[config.mk]
export PLATFORM = sky130hd
export DESIGN_NAME = lane_hs_tx
export DESIGN_NICKNAME = d
export VERILOG_FILES = /design/src/rtl/lane_pkg.sv /design/src/rtl/lane_phase_timer.sv /design/src/rtl/lane_bit_shifter.sv /design/src/rtl/lane_hs_tx.sv
export SDC_FILE = /design/constraint.sdc
export NUM_CORES = 1
export LEC_CHECK = 0
export BUFFER_PORTS_ARGS = -buffer_cell sky130_fd_sc_hd__buf_2
export CAP_MARGIN = 40
export CORE_MARGIN = 3
export CORE_UTILIZATION = 35
export CTS_BUF_LIST = sky130_fd_sc_hd__clkbuf_8 sky130_fd_sc_hd__clkbuf_16
export DETAILED_ROUTE_END_ITERATION = 7
export SLEW_MARGIN = 10
export SYNTH_ARGS = -nofsm -noshare
export SYNTH_HDL_FRONTEND = slang
export SYNTH_SLANG_ARGS = --single-unit
[constraint.sdc]
create_clock -name clk -period 4.6 [get_ports clk]
set_input_delay 0.23 -clock clk [delete_from_list [all_inputs] [get_ports clk]]
set_output_delay 0.23 -clock clk [all_outputs]
set_load 0.005 [all_outputs]
[src/rtl/lane_pkg.sv]
package lane_pkg;
  typedef enum logic [2:0] {
    PH_STOP,
    PH_REQ,
    PH_BRIDGE,
    PH_ZERO,
    PH_SYNC,
    PH_DATA,
    PH_TRAIL
  } lane_phase_t;
endpackage

[src/rtl/lane_phase_timer.sv]
module lane_phase_timer #(
  parameter int CNT_W = 8
) (
  input  logic             clk,
  input  logic             rst_n,
  input  logic             load,
  input  logic [CNT_W-1:0] dur,
  output logic             expired
);
  logic [CNT_W-1:0] cnt;

  always_ff @(posedge clk or negedge rst_n) begin
    if (!rst_n) begin
      cnt <= '0;
    end else if (load) begin
      cnt <= (dur == '0) ? '0 : dur - 1'b1;
    end else if (cnt != '0) begin
      cnt <= cnt - 1'b1;
    end
  end

  assign expired = (cnt == '0);


  long_phase_chk: assert property (@(posedge clk) disable iff (!rst_n)
    (load && dur > 1) |=> !expired);


  short_phase_chk: assert property (@(posedge clk) disable iff (!rst_n)
    (load && dur <= 1) |=> expired);
endmodule

[src/rtl/lane_bit_shifter.sv]
module lane_bit_shifter #(
  parameter int W = 8
) (
  input  logic         clk,
  input  logic         rst_n,
  input  logic         load,
  input  logic         advance,
  input  logic [W-1:0] load_val,
  output logic         serial_bit,
  output logic         last_slot
);
  localparam int IDX_W = (W > 1) ? $clog2(W) : 1;
  localparam logic [IDX_W-1:0] LAST_IDX = IDX_W'(W - 1);

  logic [W-1:0]     sh;
  logic [IDX_W-1:0] idx;

  always_ff @(posedge clk or negedge rst_n) begin
    if (!rst_n) begin
      sh  <= '0;
      idx <= '0;
    end else if (load) begin
      sh  <= load_val;
      idx <= '0;
    end else if (advance) begin
      sh  <= sh >> 1;
      idx <= idx + 1'b1;
    end
  end

  assign serial_bit = sh[0];
  assign last_slot  = (idx == LAST_IDX);


  lsb_first_chk: assert property (@(posedge clk) disable iff (!rst_n)
    load |=> (serial_bit == $past(load_val[0])));
endmodule

[src/rtl/lane_hs_tx.sv]
module lane_hs_tx #(
  parameter int          CNT_W     = 8,
  parameter logic [7:0]  SYNC_WORD = 8'hB8
) (
  input  logic             clk,
  input  logic             rst_n,
  input  logic [7:0]       s_data,
  input  logic             s_valid,
  input  logic             s_last,
  output logic             s_ready,
  input  logic [CNT_W-1:0] req_len,
  input  logic [CNT_W-1:0] bridge_len,
  input  logic [CNT_W-1:0] zero_len,
  input  logic [CNT_W-1:0] trail_len,
  output logic             lp_p,
  output logic             lp_n,
  output logic             hs_en,
  output logic             hs_bit
);
  import lane_pkg::*;

  localparam int BYTE_W = 8;

  lane_phase_t       ph, ph_nxt;
  logic              tmr_load, tmr_done;
  logic [CNT_W-1:0]  tmr_dur;
  logic              sh_load, sh_adv, sh_bit, sh_last;
  logic [BYTE_W-1:0] sh_val;
  logic [BYTE_W-1:0] first_q;
  logic              last_q, trail_q;
  logic              take;

  lane_phase_timer #(.CNT_W(CNT_W)) u_timer (
    .clk     (clk),
    .rst_n   (rst_n),
    .load    (tmr_load),
    .dur     (tmr_dur),
    .expired (tmr_done)
  );

  lane_bit_shifter #(.W(BYTE_W)) u_shift (
    .clk        (clk),
    .rst_n      (rst_n),
    .load       (sh_load),
    .advance    (sh_adv),
    .load_val   (sh_val),
    .serial_bit (sh_bit),
    .last_slot  (sh_last)
  );

  assign s_ready = (ph == PH_STOP) || (ph == PH_DATA && sh_last && !last_q);
  assign take    = s_ready && s_valid;

  always_comb begin
    ph_nxt   = ph;
    tmr_load = 1'b0;
    tmr_dur  = '0;
    sh_load  = 1'b0;
    sh_val   = '0;
    sh_adv   = 1'b0;
    unique case (ph)
      PH_STOP: if (s_valid) begin
        ph_nxt   = PH_REQ;
        tmr_load = 1'b1;
        tmr_dur  = req_len;
      end
      PH_REQ: if (tmr_done) begin
        ph_nxt   = PH_BRIDGE;
        tmr_load = 1'b1;
        tmr_dur  = bridge_len;
      end
      PH_BRIDGE: if (tmr_done) begin
        ph_nxt   = PH_ZERO;
        tmr_load = 1'b1;
        tmr_dur  = zero_len;
      end
      PH_ZERO: if (tmr_done) begin
        ph_nxt  = PH_SYNC;
        sh_load = 1'b1;
        sh_val  = SYNC_WORD;
      end
      PH_SYNC: begin
        sh_adv = 1'b1;
        if (sh_last) begin
          ph_nxt  = PH_DATA;
          sh_load = 1'b1;
          sh_val  = first_q;
        end
      end
      PH_DATA: begin
        sh_adv = 1'b1;
        if (sh_last) begin
          if (take) begin
            sh_load = 1'b1;
            sh_val  = s_data;
          end else begin
            ph_nxt   = PH_TRAIL;
            tmr_load = 1'b1;
            tmr_dur  = trail_len;
          end
        end
      end
      PH_TRAIL: if (tmr_done) ph_nxt = PH_STOP;
      default: ph_nxt = PH_STOP;
    endcase
  end

  always_ff @(posedge clk or negedge rst_n) begin
    if (!rst_n) begin
      ph      <= PH_STOP;
      first_q <= '0;
      last_q  <= 1'b0;
      trail_q <= 1'b0;
    end else begin
      ph <= ph_nxt;
      if (ph == PH_STOP && take) begin
        first_q <= s_data;
        last_q  <= s_last;
      end
      if (ph == PH_DATA && sh_last) begin
        if (take) last_q <= s_last;
        trail_q <= ~sh_bit;
      end
    end
  end

  always_comb begin
    lp_p   = (ph == PH_STOP);
    lp_n   = (ph == PH_STOP) || (ph == PH_REQ);
    hs_en  = (ph == PH_ZERO) || (ph == PH_SYNC) || (ph == PH_DATA) || (ph == PH_TRAIL);
    hs_bit = 1'b0;
    if (ph == PH_SYNC || ph == PH_DATA) hs_bit = sh_bit;
    else if (ph == PH_TRAIL)            hs_bit = trail_q;
  end


  req_from_stop_chk: assert property (@(posedge clk) disable iff (!rst_n)
    $fell(lp_p) |-> (lp_n && $past(lp_n)));


  bridge_after_req_chk: assert property (@(posedge clk) disable iff (!rst_n)
    ($fell(lp_n) && !hs_en) |-> (!lp_p && $past(!lp_p)));


  hs_after_bridge_chk: assert property (@(posedge clk) disable iff (!rst_n)
    $rose(hs_en) |-> ($past(!lp_p && !lp_n) && !hs_bit));


  lines_low_in_hs_chk: assert property (@(posedge clk) disable iff (!rst_n)
    hs_en |-> (!lp_p && !lp_n));


  stop_after_hs_chk: assert property (@(posedge clk) disable iff (!rst_n)
    $fell(hs_en) |-> (lp_p && lp_n && s_ready));


  no_ready_in_lp_chk: assert property (@(posedge clk) disable iff (!rst_n)
    (!hs_en && !(lp_p && lp_n)) |-> !s_ready);
endmodule

==> out/metrics.json, run 1 <==
{
  "status": {
    "result_of_the_run": "completed"
  },
  "clock_tree": {
    "h-tree-depth": 2,
    "cts-root-buf": "clkbuf_8",
    "ctsResizeCount": 0,
    "cts_buffer_depth": 2,
    "cts_setup_buffers": 0,
    "insertion_delay_ps": 280,
    "path_clk_slew_ps": 70,
    "ctsHoldBuffers": 0,
    "clkSinkCount": 32,
    "cts_inserted_buffers": 5,
    "cts_tree": "built"
  },
  "timing": {
    "fin_worst_skew_ps": 6.733,
    "fin_setup_tns_ps": 0,
    "rsz0062_at_grt": "no",
    "fin_crit_ps": 3045,
    "fin_crit_sh_pct": 66.19,
    "max_slew.worst_pin.slew_ps": 715.5,
    "timing.slew.headroom_pct": 52.30,
    "report.final.setup_viol": 0,
    "maxSlewViolCount": 0,
    "final_critical_path_setup_slack_ps": 1555,
    "final_report_hold_violation_count": 0,
    "max_freq_ghz": 0.3284
  },
  "worst_setup_path": {
    "crit_path_max_cell_delay_ps": 580,
    "rr_startpoint": "u_shift.idx[0]",
    "worstRegToRegCells": 8,
    "cp_common_cell": "ha_1",
    "critPathMaxFanout": 7,
    "cpMaxStageDelayCell": "a222oi_1",
    "critPathCaptureType": "flip-flop",
    "data_required_time_at_the_worst_endpoint_ps": 4720,
    "timing.critical_path.from_type": "flip-flop",
    "critPathBufInv": 0,
    "setup.worst_path.class": "reg -> reg",
    "worstSetupStartpoint": "u_shift.idx[0]",
    "worst_path_dominant_cell_family": "compound AO/OA/AOI/OAI gates",
    "worst-endpoint-arrival_ps": 3170,
    "crit_chain": "ha_1, ha_1, and4b_1, and2_1, a222oi_1, nand4_2, a221o_1, a2bb2oi_1",
    "regToRegEndpoint": "u_timer.cnt[6]",
    "r2r_setup_slack_ps": 1560
  },
  "synthesis": {
    "netlist-cell-type-count": 46,
    "synthesis.nets": 265,
    "async_flop_share_pct": 100.0,
    "cell_area_after_synthesis_um2": 2097,
    "synth_edf_count": 0,
    "ys_ff_latch": 32,
    "yosys.area_share.xor_xnor_pct": 4.594,
    "fraction_of_the_mapped_netlist_area_in_compound_gates_pct": 22.43,
    "synth_seq_area_share_pct": 38.19,
    "synth-simple-area-share_pct": 17.24,
    "yosys_warnings": 0,
    "synth_top_family_by_area": "compound AO/OA/AOI/OAI gates",
    "post_synth_inst_count": 215,
    "ys.flop_type": "dfrtp_1",
    "synth-adder-area-share_pct": 3.580,
    "synth.avg_cell_area_um2": 9.754,
    "synth.area.mux_share_pct": 9.606
  },
  "floorplan": {
    "floorplan.die_area_um2": 6956,
    "core.rowCount": 27,
    "ioPinCount": 49,
    "x_dimension_of_the_die_um": 83.41,
    "initial_utilization_pct": 37.17,
    "coreArea_um2": 5642,
    "dieHeight_um": 83.41
  },
  "detailed_routing": {
    "detail_route.wirelength_um": 5191,
    "detailedRoute.firstPassIterationCount": 4,
    "route.detailed.drc": 0,
    "ant_nets": 0,
    "viasPerCell": 5.551,
    "wl_per_cell_um": 15.64,
    "drt_first_iter_violations": 105,
    "via_count": 1843
  },
  "placement": {
    "numPortBuffers": 48,
    "post-place-ws_ps": 1603,
    "detailed_place_hpwl_um": 3804,
    "gp_congestion": 0.8508
  },
  "global_routing": {
    "grt_start_max_net_pins": 33,
    "globalRouteOverflowTotal": 0,
    "grt_first_pass_wirelength_um": 8687,
    "first_global_vias": 1854,
    "grt_antenna_before_repair": 0,
    "global_route.usage.total_pct": 15.10
  },
  "power_and_ir_drop": {
    "power_density_nw_per_um2": 581.0,
    "ir_drop_v": 0.0002439,
    "power_w": 0.001449,
    "p_leak_nw": 1.134
  },
  "layout": {
    "num_antenna_cells": 0,
    "nFillCells": 543,
    "finalCoreUtilization_pct": 44.22,
    "area_growth_pct": 18.97,
    "layout_cell_share_with_drive_strength_beyond_1_pct": 29.23,
    "nNetsFinal": 309
  },
  "flow_run": {
    "drv_cap": 0
  },
  "worst_hold_path": {
    "hold_path.class": "in -> async"
  }
}
flip-flops by register name (all words and copies together), names as in the netlist:
name and count:
first_q 8, u_shift.sh 8, u_timer.cnt 8, ph 3, u_shift.idx 3, last_q 1
trail_q 1
per-layer routing:
layer  track usage (%)  share of wire, %  up-vias
met3             4.762               6.6        4
met2             23.83                45       66
met4             4.309              0.81        0
met1             19.84                48      872
li1                  -                 -      901
met5                 0                 0        -
cell usage after synthesis (4+ instances only):
master,number,area share [%]
dfrtp_1,32,38
o21ai_0,16,3.8
nand2_1,12,2.1
a22oi_1,10,3.6
clkbuf_1,10,1.8
mux2i_1,10,4.8
nor2_1,10,1.8
mux2_2,9,4.8
nor3_1,8,1.9
a21oi_1,7,1.7
xnor2_1,7,2.9
ha_1,6,3.6
inv_1,6,1.1
nor2b_1,5,1.5
o22ai_1,5,1.5
a221oi_1,4,1.7
a222oi_1,4,1.9
a22o_1,4,1.7
nand3_1,4,0.95
or2_2,4,1.2
xor2_1,4,1.7
layout make-up:
cell class	instances	area (um2)	share of cell area, %
Clock inverter	3	38.79	1.555
Timing Repair Buffer	51	260.3	10.43
Multi-Input combinational cell	163	1214	48.65
Clock buffer	5	68.82	2.758
Sequential cell	32	800.8	32.10
Inverter	6	22.52	0.9027
Tap cell	72	90.09	3.611
how the worst max path moves through the flow:
stage,end,slack [ps],cells after the start
final,u_timer.cnt[6],1560,8
after floorplan,u_timer.cnt[6],1830,10
after global placement,u_timer.cnt[0],1620,8
after detailed placement,u_timer.cnt[6],1600,8
after global routing,u_timer.cnt[2],1370,8
after CTS,u_timer.cnt[6],1550,8
per-stage QoR:
step                      hold slack [ps]  cells  area (um2)
after floorplan                    -65.59    215        2097
after global placement              344.2    323        2382
after detailed placement            336.2    324        2387
after CTS                           33.97    332        2495
after global routing                53.96    332        2495
final                               4.925    332        2495
power breakdown:
| group | total (W) | switching, W | internal [W] |
|---|---|---|---|
| registers | 0.000537 | 0.000126 | 0.000412 |
| logic | 0.000652 | 0.000334 | 0.000318 |
| clock network | 0.000260 | 0.000102 | 0.000158 |
cell families (layout without fill, tap and decap cells):
family,after synthesis,after routing
AO/OA/AOI/OAI,65,65
AND/OR/NAND/NOR,62,62
flip-flops,32,32
buffers and inverters,20,65
multiplexers,19,19
XOR/XNOR,11,11
adder cells (fa/ha/maj),6,6
worst register-to-register path, stage by stage, from the launching register on:
cell,delay [ps]
dfrtp_1,410
ha_1,220
ha_1,260
and4b_1,290
and2_1,250
a222oi_1,580
nand4_2,310
a221o_1,440
a2bb2oi_1,130
placed cells by master (no fill, tap or decap), drive strengths merged, types with 3 or more instances in the layout:
cell,n
nor3,8
nand2,12
o21ai,16
a221oi,4
buf,51
a222oi,4
o31ai,3
dfrtp,32
mux2i,10
xnor2,7
a21oi,7
inv,7
or2,4
nor2,10
mux2,9
nand2b,3
ha,6
o22ai,5
a22o,4
a32oi,3
clkbuf,5
a22oi,10
xor2,4
nor2b,5
nand3,4
No activity file was read; power rests on OpenSTA's default activity.
==> run 2, diff against run 1 <==
==> constraint.sdc (replaced) <==
create_clock -name clk -period 3 [get_ports clk]
set_input_delay 0.15 -clock clk [delete_from_list [all_inputs] [get_ports clk]]
set_output_delay 0.15 -clock clk [all_outputs]
set_load 0.005 [all_outputs]
==> run 2 against run 1 <==
  * Clock power rose by 33%
  * Global-route usage rose by 0.39 points
  * First-iteration DRC count fell by 2.9%
  * Critical endpoint is now u_timer.cnt[2]
  * Sequential power rose by 44%
  * Critical path depth did not move
==> out/metrics.json, run 2 (same netlist as run 1, synthesis figures left out) <==
{
  "global_routing": {
    "global_route.usage.total": {"value": 15.50, "unit": "%", "change": "was 15.10%"},
    "grt_first_pass_wirelength": {"value": 8825, "unit": "um", "change": "was 8687 um"},
    "grt_start_max_net_pins": {"value": 33, "change": "unchanged"},
    "first_global_vias": {"value": 1828, "change": "was 1854"},
    "grt_antenna_before_repair": {"value": 0, "change": "unchanged"},
    "globalRouteOverflowTotal": {"value": 0, "change": "unchanged"}
  },
  "worst_setup_path": {
    "critPathCaptureType": {"value": "flip-flop", "change": "unchanged"},
    "worstRegToRegCells": {"value": 8, "change": "unchanged"},
    "rr_startpoint": {"value": "u_shift.idx[0]", "change": "unchanged"},
    "data_required_time_at_the_worst_endpoint": {"value": 3160, "unit": "ps", "change": "was 4720 ps"},
    "critPathMaxFanout": {"value": 7, "change": "unchanged"},
    "setup.worst_path.class": {"value": "reg -> reg", "change": "unchanged"},
    "worst-endpoint-arrival": {"value": 2850, "unit": "ps", "change": "was 3170 ps"},
    "r2r_setup_slack": {"value": 310, "unit": "ps", "change": "was 1560 ps"},
    "regToRegEndpoint": {"value": "u_timer.cnt[2]", "change": "was u_timer.cnt[6]"},
    "timing.critical_path.from_type": {"value": "flip-flop", "change": "unchanged"}
  },
  "timing": {
    "max_slew.worst_pin.slew": {"value": 765.3, "unit": "ps", "change": "was 715.5 ps"},
    "rsz0062_at_grt": {"value": "no", "change": "unchanged"},
    "timing.slew.headroom": {"value": 48.98, "unit": "%", "change": "was 52.30%"},
    "fin_crit": {"value": 2695, "unit": "ps", "change": "was 3045 ps"},
    "fin_worst_skew": {"value": 7.893, "unit": "ps", "change": "was 6.733 ps"},
    "report.final.setup_viol": {"value": 0, "change": "unchanged"},
    "fin_crit_sh": {"value": 89.82, "unit": "%", "change": "was 66.19%"},
    "fin_setup_tns": {"value": 0, "unit": "ps", "change": "unchanged"},
    "maxSlewViolCount": {"value": 0, "change": "unchanged"},
    "max_freq": {"value": 0.3711, "unit": "GHz", "change": "was 0.3284 GHz"},
    "final_report_hold_violation_count": {"value": 0, "change": "unchanged"}
  },
  "floorplan": {
    "ioPinCount": {"value": 49, "change": "unchanged"},
    "core.rowCount": {"value": 27, "change": "unchanged"},
    "dieHeight": {"value": 83.41, "unit": "um", "change": "unchanged"},
    "coreArea": {"value": 5642, "unit": "um2", "change": "unchanged"},
    "floorplan.die_area": {"value": 6956, "unit": "um2", "change": "unchanged"},
    "x_dimension_of_the_die": {"value": 83.41, "unit": "um", "change": "unchanged"},
    "initial_utilization": {"value": 37.17, "unit": "%", "change": "unchanged"}
  },
  "detailed_routing": {
    "route.detailed.drc": {"value": 0, "change": "unchanged"},
    "viasPerCell": {"value": 5.426, "change": "was 5.551"},
    "drt_first_iter_violations": {"value": 102, "change": "was 105"},
    "detail_route.wirelength": {"value": 5258, "unit": "um", "change": "was 5191 um"},
    "via_count": {"value": 1872, "change": "was 1843"},
    "ant_nets": {"value": 0, "change": "unchanged"},
    "wl_per_cell": {"value": 15.24, "unit": "um", "change": "was 15.64 um"},
    "detailedRoute.firstPassIterationCount": {"value": 4, "change": "unchanged"}
  },
  "flow_run": {
    "drv_cap": {"value": 0, "change": "unchanged"}
  },
  "layout": {
    "area_growth": {"value": 23.03, "unit": "%", "change": "was 18.97%"},
    "final_common_cell": {"value": "buf_2", "change": "unchanged"},
    "nNetsFinal": {"value": 322, "change": "was 309"},
    "num_antenna_cells": {"value": 0, "change": "unchanged"},
    "largestRegisters": {"value": "first_q: 8 flops, u_shift.sh: 8 flops, u_timer.cnt: 8 flops", "change": "unchanged"},
    "layout_cell_share_with_drive_strength_beyond_1": {"value": 32.60, "unit": "%", "change": "was 29.23%"},
    "nFillCells": {"value": 564, "change": "was 543"},
    "final_cells": {"value": 345, "change": "was 332"},
    "mostFrequentLayoutCells": {"value": "49 x buf_2, 32 x dfrtp_1, 16 x o21ai_0", "change": "unchanged"}
  },
  "clock_tree": {
    "path_clk_slew": {"value": 80, "unit": "ps", "change": "was 70 ps"},
    "cts-root-buf": {"value": "clkbuf_8", "change": "unchanged"},
    "cts_tree": {"value": "built", "change": "unchanged"},
    "cts_buffer_depth": {"value": 2, "change": "unchanged"},
    "h-tree-depth": {"value": 2, "change": "unchanged"},
    "clkSinkCount": {"value": 32, "change": "unchanged"},
    "cts_inserted_buffers": {"value": 5, "change": "unchanged"},
    "insertion_delay": {"value": 290, "unit": "ps", "change": "was 280 ps"}
  },
  "worst_hold_path": {
    "worst_hold_path_stage_count": 3,
    "start_point_of_the_worst_min_delay_path": "s_last",
    "hold_path_end": "last_q",
    "hold_path.class": {"value": "in -> reg", "change": "was in -> async"}
  },
  "placement": {
    "gp_congestion": {"value": 0.8937, "change": "was 0.8508"},
    "numPlacedInstances": {"value": 333, "change": "was 324"},
    "numPortBuffers": {"value": 48, "change": "unchanged"},
    "detailed_place_hpwl": {"value": 3962, "unit": "um", "change": "was 3804 um"}
  },
  "power_and_ir_drop": {
    "power_density": {"value": 856.8, "unit": "nW/um2", "change": "was 581.0 nW/um2"},
    "p_leak": {"value": 1.173, "unit": "nW", "change": "was 1.134 nW"},
    "ir_drop": {"value": 0.0004950, "unit": "V", "change": "was 0.0002439 V"},
    "power": {"value": 0.002210, "unit": "W", "change": "was 0.001449 W"}
  },
  "status": {
    "result_of_the_run": {"value": "completed", "change": "unchanged"}
  }
}
[run 2: cell count changes in the layout (fill, tap and decap cells not counted), sizes merged]
cell and change:
buf +12, inv -1, clkinvlp +2, bufinv -1
dlygate4sd3 +1
[run 2: area by class of cell]
cell class	instances	area, um2	share of cell area [%]
Clock buffer	5	68.82	2.667
Clock inverter	3	23.77	0.9214
Inverter	6	22.52	0.8729
Multi-Input combinational cell	163	1214	47.04
Sequential cell	32	800.8	31.04
Tap cell	72	90.09	3.492
Timing Repair Buffer	64	360.3	13.97
[run 2: how the worst max path moves through the flow]
stage | start | to | slack, ps | cells past startpoint
2_1_floorplan | u_shift.idx[0] | u_timer.cnt[6] | 230 | 10
3_3_place_gp | u_shift.idx[0] | u_timer.cnt[4] | 270 | 8
3_5_place_dp | u_shift.idx[0] | u_timer.cnt[2] | 160 | 8
4_1_cts | u_shift.idx[0] | u_timer.cnt[2] | 150 | 8
5_1_grt | u_timer.cnt[3] | u_timer.cnt[6] | 30 | 8
6_report | u_shift.idx[0] | u_timer.cnt[2] | 310 | 8
[run 2: timing repair]
item	CTS	global route
hold buffers	1	0
gates resized for setup	0	0
setup buffers	0	3
endpoints found under the setup margin	0	8
hold endpoints to repair	32	0
[run 2: critical path, cell delays in order, from the launching register on]
cell	delay [ps]
dfrtp_1	390
ha_1	200
ha_1	250
and4b_1	280
and2_1	230
a222oi_1	390
nand4_2	270
o31ai_4	400
o22ai_1	150
[run 2: routing by layer]
layer | routed length (um) | global-route usage [%]
met1 | 2522 | 20.43
met2 | 2259 | 23.40
met3 | 395 | 5.456
met4 | 81 | 5.498
met5 | 0 | 0
[run 2: power breakdown]
part | internal (W) | switching (W)
Combinational | 0.000530 | 0.000564
Clock | 0.000164 | 0.000181
Sequential | 0.000632 | 0.000140
[run 2: per-stage QoR]
step                worst slack [ps]  hold slack [ps]  cell area [um2]  util, %
global placement               268.9            260.2             2450    43.42
CTS                            150.2            54.09             2557    45.33
global route                   33.86            66.86             2580    45.73
floorplan                      225.3           -145.6             2097        -
finish                         305.3            56.81             2580    45.73
detailed placement             163.4            264.8             2455    43.51
==> run 3, diff against run 2 <==
--- a/config.mk
+++ b/config.mk
@@ -5,7 +5,7 @@
 export SDC_FILE = /design/constraint.sdc
 export NUM_CORES = 1
 export LEC_CHECK = 0
-export BUFFER_PORTS_ARGS = -buffer_cell sky130_fd_sc_hd__buf_2
+export BUFFER_PORTS_ARGS = -buffer_cell sky130_fd_sc_hd__clkbuf_2
 export CAP_MARGIN = 40
 export CORE_MARGIN = 3
 export CORE_UTILIZATION = 35
==> run 3 against run 2 <==
  * Register-to-register slack got worse by 70 ps
  * Die area unchanged
  * First-iteration DRC count increased by 47%
  * Routed wire length increased by 0.93%
  * Global-route usage about the same
  * Count of clock-buffer cells in the layout unchanged
  * Sequential power increased by 0.8%
  * Largest cell class unchanged
  * Highest routed layer unchanged
==> out/metrics.json, run 3 (same netlist as run 1, synthesis figures left out) <==
{
  "placement": {
    "numPortBuffers": {"value": 48, "change": "unchanged"},
    "gp_congestion": {"value": 0.9032, "change": "was 0.8937"},
    "detailed_place_hpwl": {"value": 3994, "unit": "um", "change": "was 3962 um"},
    "numPlacedInstances": {"value": 333, "change": "unchanged"},
    "detailed_place.area": {"value": 2470, "unit": "um2", "change": "was 2455 um2"}
  },
  "layout": {
    "design_area": {"value": 2595, "unit": "um2", "change": "was 2580 um2"},
    "final_common_cell": {"value": "clkbuf_2", "change": "was buf_2"},
    "nNetsFinal": {"value": 322, "change": "unchanged"},
    "area_growth": {"value": 23.75, "unit": "%", "change": "was 23.03%"},
    "num_antenna_cells": {"value": 0, "change": "unchanged"},
    "layout_cell_share_with_drive_strength_beyond_1": {"value": 32.60, "unit": "%", "change": "unchanged"},
    "final_cells": {"value": 345, "change": "unchanged"},
    "nFillCells": {"value": 556, "change": "was 564"},
    "mostFrequentLayoutCells": {"value": "48 x clkbuf_2, 32 x dfrtp_1, 16 x o21ai_0", "change": "was 49 x buf_2, 32 x dfrtp_1, 16 x o21ai_0"},
    "largestRegisters": {"value": "first_q: 8 flops, u_shift.sh: 8 flops, u_timer.cnt: 8 flops", "change": "unchanged"}
  },
  "power_and_ir_drop": {
    "internal_power": {"value": 0.001327, "unit": "W", "change": "was 0.001326 W"},
    "power.share.switching": {"value": 40.29, "unit": "%", "change": "was 40.02%"},
    "ir_drop": {"value": 0.0004047, "unit": "V", "change": "was 0.0004950 V"},
    "clkPwrFrac": {"value": 15.6, "unit": "%", "change": "about the same"},
    "p_sw": {"value": 0.0008958, "unit": "W", "change": "was 0.0008846 W"},
    "comb_power_share": {"value": 49.5, "unit": "%", "change": "about the same"},
    "power": {"value": 0.002223, "unit": "W", "change": "was 0.002210 W"},
    "p_leak": {"value": 1.184, "unit": "nW", "change": "was 1.173 nW"},
    "power_density": {"value": 856.7, "unit": "nW/um2", "change": "was 856.8 nW/um2"},
    "sequentialPowerShare": {"value": 35.0, "unit": "%", "change": "was 34.9%"}
  },
  "floorplan": {
    "coreArea": {"value": 5642, "unit": "um2", "change": "unchanged"},
    "dieHeight": {"value": 83.41, "unit": "um", "change": "unchanged"},
    "initial_utilization": {"value": 37.17, "unit": "%", "change": "unchanged"},
    "floorplan.die_area": {"value": 6956, "unit": "um2", "change": "unchanged"},
    "core.rowCount": {"value": 27, "change": "unchanged"},
    "ioPinCount": {"value": 49, "change": "unchanged"},
    "x_dimension_of_the_die": {"value": 83.41, "unit": "um", "change": "unchanged"}
  },
  "global_routing": {
    "first_global_vias": {"value": 1822, "change": "was 1828"},
    "grt_first_pass_wirelength": {"value": 8832, "unit": "um", "change": "was 8825 um"},
    "globalRouteOverflowTotal": {"value": 0, "change": "unchanged"},
    "grt_start_max_net_pins": {"value": 31, "change": "was 33"},
    "grt_antenna_before_repair": {"value": 0, "change": "unchanged"},
    "global_route.usage.total": {"value": 15.55, "unit": "%", "change": "was 15.50%"}
  },
  "timing": {
    "max_freq": {"value": 0.3622, "unit": "GHz", "change": "was 0.3711 GHz"},
    "report.final.setup_viol": {"value": 0, "change": "unchanged"},
    "fin_worst_skew": {"value": 8.739, "unit": "ps", "change": "was 7.893 ps"},
    "fin_crit_sh": {"value": 92.03, "unit": "%", "change": "was 89.82%"},
    "final_report_hold_violation_count": {"value": 0, "change": "unchanged"},
    "max_slew.worst_pin.slew": {"value": 922.8, "unit": "ps", "change": "was 765.3 ps"},
    "fin_setup_tns": {"value": 0, "unit": "ps", "change": "unchanged"},
    "fin_crit": {"value": 2761, "unit": "ps", "change": "was 2695 ps"},
    "rsz0062_at_grt": {"value": "no", "change": "unchanged"},
    "timing.slew.headroom": {"value": 37.83, "unit": "%", "change": "was 48.98%"},
    "maxSlewViolCount": {"value": 0, "change": "unchanged"},
    "hold-worst-slack": {"value": 79.06, "unit": "ps", "change": "was 56.81 ps"}
  },
  "worst_setup_path": {
    "timing.critical_path.from_type": {"value": "flip-flop", "change": "unchanged"},
    "setup.worst_path.class": {"value": "reg -> reg", "change": "unchanged"},
    "worst-endpoint-arrival": {"value": 2910, "unit": "ps", "change": "was 2850 ps"},
    "rr_startpoint": {"value": "u_shift.idx[0]", "change": "unchanged"},
    "data_required_time_at_the_worst_endpoint": {"value": 3150, "unit": "ps", "change": "was 3160 ps"},
    "critPathMaxFanout": {"value": 7, "change": "unchanged"},
    "critPathCaptureType": {"value": "flip-flop", "change": "unchanged"},
    "worstSetupStartpoint": {"value": "u_shift.idx[0]", "change": "unchanged"}
  },
  "detailed_routing": {
    "via_count": {"value": 1867, "change": "was 1872"},
    "ant_nets": {"value": 0, "change": "unchanged"},
    "detailedRoute.firstPassIterationCount": {"value": 4, "change": "unchanged"},
    "detail_route.wirelength": {"value": 5307, "unit": "um", "change": "was 5258 um"},
    "route.detailed.drc": {"value": 0, "change": "unchanged"},
    "wl_per_cell": {"value": 15.38, "unit": "um", "change": "was 15.24 um"},
    "viasPerCell": {"value": 5.412, "change": "was 5.426"},
    "drt_first_iter_violations": {"value": 150, "change": "was 102"}
  },
  "clock_tree": {
    "cts_inserted_buffers": {"value": 5, "change": "unchanged"},
    "path_clk_slew": {"value": 80, "unit": "ps", "change": "about the same"},
    "insertion_delay": {"value": 280, "unit": "ps", "change": "was 290 ps"},
    "cts-root-buf": {"value": "clkbuf_8", "change": "unchanged"},
    "cts_tree": {"value": "built", "change": "unchanged"},
    "clkSinkCount": {"value": 32, "change": "unchanged"},
    "cts_buffer_depth": {"value": 2, "change": "unchanged"},
    "h-tree-depth": {"value": 2, "change": "unchanged"}
  },
  "worst_hold_path": {
    "start_point_of_the_worst_min_delay_path": {"value": "s_last", "change": "unchanged"},
    "hold_path.class": {"value": "in -> reg", "change": "unchanged"}
  },
  "status": {
    "result_of_the_run": {"value": "completed", "change": "unchanged"}
  },
  "flow_run": {
    "drv_cap": {"value": 0, "change": "unchanged"}
  }
}
run 3: worst paths after layout:
| path | to | cells past startpoint | slack, ps |
|---|---|---|---|
| setup reg to reg | u_timer.cnt[2] | 9 | 240 |
| hold reg to reg | u_shift.sh[0] | 2 | 510 |
| max in group asynchronous | first_q[4] | 3 | 2420 |
| hold / removal | last_q | 3 | 80 |
| setup / recovery | u_timer.cnt[2] | 9 | 240 |
| min in group asynchronous | u_timer.cnt[5] | 2 | 210 |
run 3: cell type report:
type / count / area (um2) / area share, %
clock buffer: 5 / 68.82 / 2.652
clock inverter: 3 / 23.77 / 0.9161
inverter: 6 / 22.52 / 0.8679
multi-input combinational: 163 / 1214 / 46.77
sequential: 32 / 800.8 / 30.86
tap: 72 / 90.09 / 3.472
timing repair buffer: 64 / 375.4 / 14.46
run 3: per-stage QoR:
| step | utilization (%) | setup slack [ps] |
|---|---|---|
| final | 46.00 | 239.2 |
| after global routing | 46.00 | 54.45 |
| after CTS | 45.60 | 123.6 |
| after detailed placement | 43.78 | 153.5 |
| after global placement | 43.42 | 274.5 |
| after floorplan | - | 225.3 |
run 3: timing repair:
action | 4_1_cts | 5_1_grt
gates resized for setup | 0 | 0
hold endpoints to repair | 32 | 0
hold buffers | 1 | 0
setup buffers | 0 | 3
endpoints found under the setup margin | 0 | 8
run 3: power by group through the flow:
stage          logic (W)  clock network (W)  registers, W
2_1_floorplan   0.000812                  0      0.000746
3_3_place_gp     0.00107                  0      0.000782
3_5_place_dp     0.00109                  0      0.000786
4_1_cts          0.00110           0.000359      0.000778
5_1_grt          0.00124           0.000381      0.000800
6_report         0.00110           0.000346      0.000777
run 3: per-layer routing:
metal / GRT usage (%) / share of wire, %
met1: 19.96 / 48
met2: 25.87 / 46
met3: 3.869 / 5.6
met4: 4.309 / 0.94
met5: 0 / 0
run 3: critical path, stage by stage (launching register included):
cell and delay, ps:
dfrtp_1 400, ha_1 210, ha_1 250, and4b_1 280, and2_1 230, a222oi_1 300, buf_4 200, nand4_2 200
o31ai_4 420, o22ai_1 150
